## config.mk

```make
export PLATFORM = sky130hd
export DESIGN_NAME = sync_tmr_chan
export DESIGN_NICKNAME = d
export VERILOG_FILES = /design/src/rtl/tmr_pkg.sv /design/src/rtl/tmr_edge_det.sv /design/src/rtl/tmr_src_sel.sv /design/src/rtl/tmr_run_ctrl.sv /design/src/rtl/tmr_cnt_core.sv /design/src/rtl/sync_tmr_chan.sv
export SDC_FILE = /design/constraint.sdc
export NUM_CORES = 1
export LEC_CHECK = 0
export BUFFER_PORTS_ARGS = -buffer_cell sky130_fd_sc_hd__buf_2
export CAP_MARGIN = 25
export CORE_ASPECT_RATIO = 0.8
export CORE_MARGIN = 2
export CORE_UTILIZATION = 61
export CTS_BUF_LIST = sky130_fd_sc_hd__clkbuf_4 sky130_fd_sc_hd__clkbuf_8
export CTS_CLUSTER_SIZE = 28
export DETAILED_ROUTE_END_ITERATION = 10
export GPL_TIMING_DRIVEN = 0
export PLACE_DENSITY = 0.88
export SYNTH_ARGS = -nofsm -noshare
export SYNTH_HDL_FRONTEND = slang
export SYNTH_SLANG_ARGS = --single-unit
```

## constraint.sdc

```tcl
create_clock -name clk -period 6.5 [get_ports clk]
set_clock_uncertainty 0.1 [all_clocks]
set_input_delay 1.3 -clock clk [delete_from_list [all_inputs] [get_ports clk]]
set_output_delay 1.3 -clock clk [all_outputs]
set_load 0.005 [all_outputs]
```

## src/rtl/tmr_pkg.sv

```systemverilog
`timescale 1ns/1ps
package tmr_pkg;
   localparam int MODE_W = 5;
   localparam logic [MODE_W-1:0] MODE_INTERVAL = 5'b00000;
   localparam logic [MODE_W-1:0] MODE_SLAVE    = 5'b00100;

   localparam logic [1:0] EDGE_RISE = 2'd0;
   localparam logic [1:0] EDGE_FALL = 2'd1;
   localparam logic [1:0] EDGE_BOTH = 2'd2;
endpackage

```

## src/rtl/tmr_edge_det.sv

```systemverilog
`timescale 1ns/1ps
module tmr_edge_det #(
   parameter int SYNC_STAGES = 2
) (
   input  logic       clk,
   input  logic       rst_n,
   input  logic       din,
   input  logic [1:0] edge_sel,
   output logic       pulse
);
   import tmr_pkg::*;

   generate
      if (SYNC_STAGES < 2) begin : g_bad_sync
         $error("SYNC_STAGES must be at least 2");
      end
   endgenerate

   logic [SYNC_STAGES:0] shr_q;
   logic                 lvl_new, lvl_old;

   always_ff @(posedge clk or negedge rst_n) begin
      if (!rst_n) shr_q <= '0;
      else        shr_q <= {shr_q[SYNC_STAGES-1:0], din};
   end

   assign lvl_new = shr_q[SYNC_STAGES-1];
   assign lvl_old = shr_q[SYNC_STAGES];

   always_comb begin
      unique case (edge_sel)
         EDGE_RISE: pulse = lvl_new & ~lvl_old;
         EDGE_FALL: pulse = ~lvl_new & lvl_old;
         EDGE_BOTH: pulse = lvl_new ^ lvl_old;
         default:   pulse = 1'b0;
      endcase
   end
endmodule

```

## src/rtl/tmr_src_sel.sv

```systemverilog
`timescale 1ns/1ps
module tmr_src_sel #(
   parameter int N_PRESC = 4,
   parameter int SEL_W   = 3
) (
   input  logic [N_PRESC-1:0] presc_tick,
   input  logic               mst_irq,
   input  logic               ext_pulse,
   input  logic [SEL_W-1:0]   sel,
   output logic               tick
);
   localparam int N_SRC = N_PRESC + 2;

   generate
      if ((1 << SEL_W) < N_SRC) begin : g_bad_sel
         $error("SEL_W too narrow for source count");
      end
   endgenerate

   logic [N_SRC-1:0] src_vec;
   assign src_vec = {ext_pulse, mst_irq, presc_tick};

   always_comb begin
      tick = 1'b0;
      for (int i = 0; i < N_SRC; i++) begin
         if (sel == SEL_W'(i)) tick = src_vec[i];
      end
   end
endmodule

```

## src/rtl/tmr_run_ctrl.sv

```systemverilog
`timescale 1ns/1ps
module tmr_run_ctrl (
   input  logic clk,
   input  logic rst_n,
   input  logic start_any,
   input  logic stop_req,
   output logic running
);
   always_ff @(posedge clk or negedge rst_n) begin
      if (!rst_n)         running <= 1'b0;
      else if (stop_req)  running <= 1'b0;
      else if (start_any) running <= 1'b1;
   end
endmodule

```

## src/rtl/tmr_cnt_core.sv

```systemverilog
`timescale 1ns/1ps
module tmr_cnt_core #(
   parameter int CNT_W = 16
) (
   input  logic                      clk,
   input  logic                      rst_n,
   input  logic [tmr_pkg::MODE_W-1:0] mode,
   input  logic                      running,
   input  logic                      tick,
   input  logic                      load,
   input  logic                      stop,
   input  logic                      dir_up,
   input  logic [CNT_W-1:0]          reload_val,
   output logic [CNT_W-1:0]          count,
   output logic                      irq
);
   import tmr_pkg::*;

   generate
      if (CNT_W < 2) begin : g_bad_w
         $error("CNT_W must be at least 2");
      end
   endgenerate

   localparam logic [CNT_W-1:0] ONE = {{(CNT_W-1){1'b0}}, 1'b1};

   logic [CNT_W-1:0] cnt_n;
   logic             irq_n;

   always_comb begin
      cnt_n = count;
      irq_n = 1'b0;
      if (stop) begin
         cnt_n = count;
      end else if (load) begin
         cnt_n = reload_val;
      end else if (running && tick) begin
         if (mode == MODE_INTERVAL) begin
            if (count == '0) begin
               cnt_n = reload_val;
               irq_n = 1'b1;
            end else begin
               cnt_n = count - ONE;
            end
         end else if (mode == MODE_SLAVE) begin
            if (dir_up) begin
               if (count == reload_val) begin
                  cnt_n = '0;
                  irq_n = 1'b1;
               end else begin
                  cnt_n = count + ONE;
               end
            end else begin
               if (count == '0) begin
                  cnt_n = reload_val;
                  irq_n = 1'b1;
               end else begin
                  cnt_n = count - ONE;
               end
            end
         end
      end
   end

   always_ff @(posedge clk or negedge rst_n) begin
      if (!rst_n) begin
         count <= '0;
         irq   <= 1'b0;
      end else begin
         count <= cnt_n;
         irq   <= irq_n;
      end
   end
endmodule

```

## src/rtl/sync_tmr_chan.sv

```systemverilog
`timescale 1ns/1ps
module sync_tmr_chan #(
   parameter int CNT_W       = 16,
   parameter int N_PRESC     = 4,
   parameter int SYNC_STAGES = 2,
   localparam int SEL_W      = $clog2(N_PRESC + 2)
) (
   input  logic                       clk,
   input  logic                       rst_n,
   input  logic [tmr_pkg::MODE_W-1:0] cfg_mode,
   input  logic [SEL_W-1:0]           cfg_src,
   input  logic [1:0]                 cfg_edge,
   input  logic [N_PRESC-1:0]         presc_tick,
   input  logic                       mst_irq,
   input  logic                       mst_dir,
   input  logic                       mst_start,
   input  logic                       ext_trig,
   input  logic                       start_req,
   input  logic                       stop_req,
   input  logic                       data_wr,
   input  logic [CNT_W-1:0]           data_in,
   output logic                       running,
   output logic [CNT_W-1:0]           count,
   output logic                       irq
);
   import tmr_pkg::*;

   logic [CNT_W-1:0] dreg;
   logic             ext_pulse, tick, is_slave, start_any;

   always_ff @(posedge clk or negedge rst_n) begin
      if (!rst_n)       dreg <= '0;
      else if (data_wr) dreg <= data_in;
   end

   assign is_slave  = (cfg_mode == MODE_SLAVE);
   assign start_any = start_req | (is_slave & mst_start);

   tmr_edge_det #(.SYNC_STAGES(SYNC_STAGES)) u_edge (
      .clk(clk), .rst_n(rst_n), .din(ext_trig), .edge_sel(cfg_edge), .pulse(ext_pulse)
   );

   tmr_src_sel #(.N_PRESC(N_PRESC), .SEL_W(SEL_W)) u_src (
      .presc_tick(presc_tick), .mst_irq(mst_irq), .ext_pulse(ext_pulse),
      .sel(cfg_src), .tick(tick)
   );

   tmr_run_ctrl u_run (
      .clk(clk), .rst_n(rst_n), .start_any(start_any), .stop_req(stop_req), .running(running)
   );

   tmr_cnt_core #(.CNT_W(CNT_W)) u_core (
      .clk(clk), .rst_n(rst_n), .mode(cfg_mode), .running(running), .tick(tick),
      .load(start_any), .stop(stop_req), .dir_up(mst_dir), .reload_val(dreg),
      .count(count), .irq(irq)
   );
endmodule

```

# Word-level counts from Yosys, hierarchy flattened
# Index checks and enable logic that the tools add are counted.
dict set report classes {
  addsub 2
  n_eq_ne 9
  muxes 24
  bitwise 8
  reduce_logical 9
}
# cell count
set op_table {}
lappend op_table {{16-bit 2-to-1 mux} 7}
lappend op_table {{16-bit by 1-bit adder with 16-bit output (second input constant)} 1}
lappend op_table {{16-bit equality test} 1}
lappend op_table {{16-bit logical NOT} 1}
lappend op_table {{1-bit 2-to-1 mux} 16}
lappend op_table {{16-bit by 1-bit subtractor with 16-bit output (second input constant)} 1}
lappend op_table {{3-bit by 2-bit equality test with 1-bit output (second input constant)} 2}
lappend op_table {{3-bit equality test (second input constant)} 2}
lappend op_table {{5-bit by 3-bit equality test with 1-bit output (second input constant)} 1}
lappend op_table {{5-bit logical NOT} 1}
lappend op_table {{2-bit nonzero test} 2}
lappend op_table {{1-bit bitwise AND} 3}
lappend op_table {{3-bit by 1-bit equality test with 1-bit output (second input constant)} 1}
lappend op_table {{3-bit logical NOT} 1}
lappend op_table {{1-bit NOT} 3}
lappend op_table {{1-bit case mux with 3 select lines} 1}
lappend op_table {{3-bit AND reduction} 1}
lappend op_table {{3-bit nonzero test} 1}
lappend op_table {{2-bit by 1-bit equality test with 1-bit output (second input constant)} 1}
lappend op_table {{2-bit equality test (second input constant)} 1}
lappend op_table {{2-bit logical NOT} 1}
lappend op_table {{1-bit logical AND} 1}
lappend op_table {{1-bit bitwise OR} 1}
lappend op_table {{1-bit XOR} 1}
dict set report word_totals {
  reg_bits 37
  in_bits 39
  out_inout_bits 18
  elab_cells 57
}

# Longest topological paths before layout
dict set report logic_depth {
  depth_word 11
  ltp_mapped 9
  mapped_depth_nobuf 8
}

# By module
# Synthesis repeated with hierarchy kept, for this count alone.
dict set report hier_totals {
  hier_cells 323
  hier_area_um2 2964.1
}
# module n_inst cells_per_inst area_each_um2 seq_area_each_um2
set by_module_without_submodules {}
lappend by_module_without_submodules {tmr_cnt_core 1 270 2080.7 425.4}
lappend by_module_without_submodules {sync_tmr_chan 1 37 670.6 400.4}
lappend by_module_without_submodules {tmr_edge_det 1 10 130.1 75.1}
lappend by_module_without_submodules {tmr_src_sel 1 4 47.5 0.0}
lappend by_module_without_submodules {tmr_run_ctrl 1 2 35.0 25.0}

# Worst setup path after synthesis
# Ideal clock, no wire load.
dict set report synth_timing {
  path_kind {input port to flip-flop}
  from {input cfg_mode[1] (netlist bit)}
  to {register u_core.count[2]}
  setup_time_ns 0.126
  arrival_time_ns 2.914
  required_time_ns 6.274
  slack_ns 3.360
  cell_stages 5
  n_path_buf 1
  path_cell_list {or4_1 -> nor3_2 -> a21oi_1 -> clkbuf_1 -> a221o_1}
}
dict set report synth_between {
  elab_chain_cells 5
  elab_cells_between_ends 10
  classes_between {1 x eq/ne; 3 x mux; 2 x bitwise; 4 x reduce/logical}
}
# element line_no
set synth_lines {}
lappend synth_lines {{start, declared} sync_tmr_chan.sv:10} ;# input logic [tmr_pkg::MODE_W-1:0] cfg_mode,
lappend synth_lines {{5-bit by 3-bit equality test with 1-bit output} {tmr_cnt_core.sv:45, sync_tmr_chan.sv:36}}
lappend synth_lines {{1-bit bitwise AND} sync_tmr_chan.sv:37} ;# assign start_any = start_req | (is_slave & mst_start);
lappend synth_lines {{1-bit bitwise OR} sync_tmr_chan.sv:37}
lappend synth_lines {{3-bit nonzero test (no source line) / 2-bit nonzero test (equally long branches)} -}
lappend synth_lines {{3-bit AND reduction (no source line)} -}
lappend synth_lines {{end signal, assigned} tmr_cnt_core.sv:70} ;# count <= cnt_n;
lappend synth_lines {{end, declared} tmr_cnt_core.sv:14} ;# output logic [CNT_W-1:0] count,
# Parallel ways exist; a longest one is shown, timed or not. The select of a mux whose other input is x is not followed.
# A chain may end at the register's enable or synchronous reset.

# Final worst setup path
# Ends and elaborated chain as after synthesis.

==> summary.txt <==
Run status
  – Status: finished, final reports clean

Power and ir drop
  – Flop pwr share: 39.0%
  – Sw Ratio: 35.9%
  – Final Power: 0.740 mW
  – PwrDens: 234 mW/mm^2
  – Combinational share of power: 33.1%
  – Internal power: 0.475 mW
  – Peak supply drop: 175 uV
  – Clock share of power: 27.9%
  – NetSw: 0.266 mW
  – Static Leak: 1.40 nW

Setup path
  – Worst r2r src: u_core.count[2]
  – Worst EP arrival: 3.54 ns
  – Worst r2r dst: u_core.count[2]
  – Reg2Reg Setup Slack: 3.63 ns
  – Crit Path Class: in2reg
  – Critical Path, Cell by Cell: buf_2 -> or4_1 -> nor3_2 -> a21oi_1 -> clkbuf_1 -> a221o_1
  – Crit. Startpoint: cfg_mode[1]
  – Critical-path maximum fanout: 10
  – Slowest-stage cell, CP: or4_1
  – Critical Path Max Stage Delay: 0.58 ns
  – Worst R2R Path Depth: 8
  – Buf+Inv Stages, Crit Path: 2
  – Worst Setup End Kind: register
  – Nature of the critical path startpoint: input pin
  – CP required: 6.58 ns
  – Delay-heaviest family, CP: simple AND/OR/NAND/NOR gates

Layout
  – Layout cells sized above 1: 25.8%
  – Most frequent cells in the layout: 59 x buf_2, 37 x dfrtp_1, 25 x xor2_1
  – Nets@finish: 407
  – Most common cell after layout, fill and taps aside: buf_2
  – Synth-to-Final Area Change: 17.3%
  – Ant. Diodes: 0

Synth
  – Synth warn: 0
  – Avg Inst Size Synth: 9.01 um^2
  – Flops & latches, synth: 37
  – Synth Flop Type: dfrtp_1
  – Distinct cells, synth: 59
  – Synthesized Nets: 344
  – Synthesized instance count: 300
  – Asr flop ratio synth: 100%
  – Sequential area share after synthesis: 34.2%
  – EDFF count, synth: 0
  – Synthesized area: 0.00270 mm^2

Clock tree
  – CTS tree: built
  – CTS H-Tree Depth: 2
  – Clk_lat worst skew: 0.30 ns
  – Hold_buf cts: 0
  – Post-CTS Setup Bufs: 0
  – Clock transition at the registers of the reported paths: 0.08 ns
  – Clk sink count: 37
  – Resized cells post-CTS: 0
  – Root buffer cell: clkbuf_8
  – Clk buf depth: 2
  – TritonCTS buffer count: 5

Detailed routing
  – Via Count: 2735
  – First-pass DRT Iterations: 5
  – Number of remaining DRC errors: 0
  – Drt total wl: 7.87 mm
  – Number of antenna-violating nets in the routed design: 0
  – DR WL/cell: 18.7 um
  – Initial DRC count: 329
  – Via density: 6.50

Die
  – Die ar.: 0.00498 mm^2
  – Io pins: 57
  – Row count: 21
  – Die H: 63.6 um
  – Width of the chip: 78.4 um
  – Core footprint: 0.00423 mm^2
  – Initial core utilization: 63.9%

STA
  – Slew Limit Fails: 0
  – Max-slew headroom: 45.1%
  – Final hold vios: 0
  – Least-Margin Pin Slew: 0.824 ns
  – Final WS setup: 3.05 ns
  – RSZ-0062 raised after global routing: false
  – Final Cycle Share: 53.1%
  – Period minus WS final: 3.45 ns
  – Setup tns final: 0 ns
  – Setup Viol. Count Final: 0
  – Fmax: 0.290 GHz

Global routing
  – Total congestion overflow: 0
  – First-pass GRT wire length: 12.8 mm
  – Tot GR Track Use: 33.5%
  – Vias in the first global route: 2599
  – Initial antenna violation count: 0
  – Largest net degree at the start of global routing: 38

Placed design
  – Gp weighted congestion: 0.988
  – HPWL Detailed: 5.75 mm
  – Pre-CTS WS: 2.74 ns
  – Port bufs: 55

Job
  – MaxCap Viol Count: 0

Min path
  – Worst hold-check path type: reg2reg
  – Min-Delay Endpoint: u_edge.shr_q[1]
  – Worst min-delay path startpoint: u_edge.shr_q[0]
  – WHS Path Cells: 0
cells in the mapped netlist (all sizes together) (2+ instances only):
cell,instances,area share [%]
dfrtp,37,34
xor2,25,8.1
nor2,21,3.0
clkbuf,17,2.4
mux2,16,6.7
nand2,16,2.2
inv,14,1.9
nand3,11,2.0
nor3,11,2.2
nor4,11,3.1
a21oi,10,2.0
xnor2,10,3.2
o21ai,9,1.7
a221o,7,2.6
a31oi,7,1.6
a32oi,7,2.3
buf,6,1.4
nand4,6,1.4
ha,5,2.3
or4,5,1.5
a211oi,4,1.1
or3,4,0.93
a22oi,3,0.83
o211ai,3,0.83
o311ai,3,0.97
a21boi,2,0.56
a21o,2,0.56
and2,2,0.46
and3,2,0.46
mux2i,2,0.74
nand3b,2,0.56
o22ai,2,0.46
o31a,2,0.65
kinds of logic (layout without fill, tap and decap cells):
| family | count (synthesis) | in the layout | share of synthesized area, % |
|---|---|---|---|
| compound gates | 72 | 72 | 19.7 |
| xor+xnor | 35 | 35 | 11.3 |
| fa+ha+maj | 5 | 5 | 2.31 |
| buf+inv | 37 | 101 | 5.69 |
| flops | 37 | 37 | 34.2 |
| mux | 18 | 18 | 7.40 |
| simple gates | 96 | 96 | 19.3 |
worst reg2reg max path: stages (launching register included):
cell	delay (ns)
dfrtp_1	0.43
or4_1	0.55
clkbuf_1	0.25
nor4_4	0.54
nor2_2	0.16
buf_6	0.19
a32oi_1	0.19
nor2_1	0.08
a221o_1	0.28
routing by layer:
layer	vias up	part of all wire (%)	track usage, %
li1	1244	-	-
met1	1276	43	47.4
met2	195	43	49.6
met3	20	12	9.60
met4	0	1.7	10.7
met5	-	0	0
worst max path at each step:
stage,end,slack (ns),cells past startpoint
detailed placement,u_core.count[2],2.74,6
global placement,u_core.count[5],2.78,6
global route,u_core.count[2],2.97,7
floorplan,u_core.count[2],3.36,5
finish,u_core.count[2],3.05,6
CTS,u_core.count[2],3.04,6
cell type report:
class,count,area (um^2)
clock buffers,5,68.8
clock inverters,3,46.3
well taps,57,71.3
inverters,14,52.6
fillers,327,1060
multi-input cells,226,1620
repair buffers,56,280
flip-flops and latches,37,926
plain buffers,23,101
sequential cells by signal, summed over array words and instances (netlist names):
name           flops
dreg              16
u_core.count      16
u_edge.shr_q       3
u_core.irq         1
u_run.running      1
per-stage QoR:
step                      instance area (um^2)  cells  hold slack (ns)  utilization [%]
after CTS                                 3170    420            0.260             74.8
after floorplan                           2700    300            0.231                -
after global routing                      3170    421            0.264             74.9
after global placement                    3050    412            0.237             72.1
final                                     3170    421            0.257             74.9
after detailed placement                  3050    412            0.241             72.1
power groups by stage:
stage	registers (mW)	clock network (mW)	logic, mW
after floorplan	0.285	0	0.161
after global placement	0.290	0	0.233
after detailed placement	0.291	0	0.238
after CTS	0.287	0.207	0.239
after global routing	0.292	0.217	0.267
final	0.289	0.207	0.245
Power figures use the tool's default switching activity.
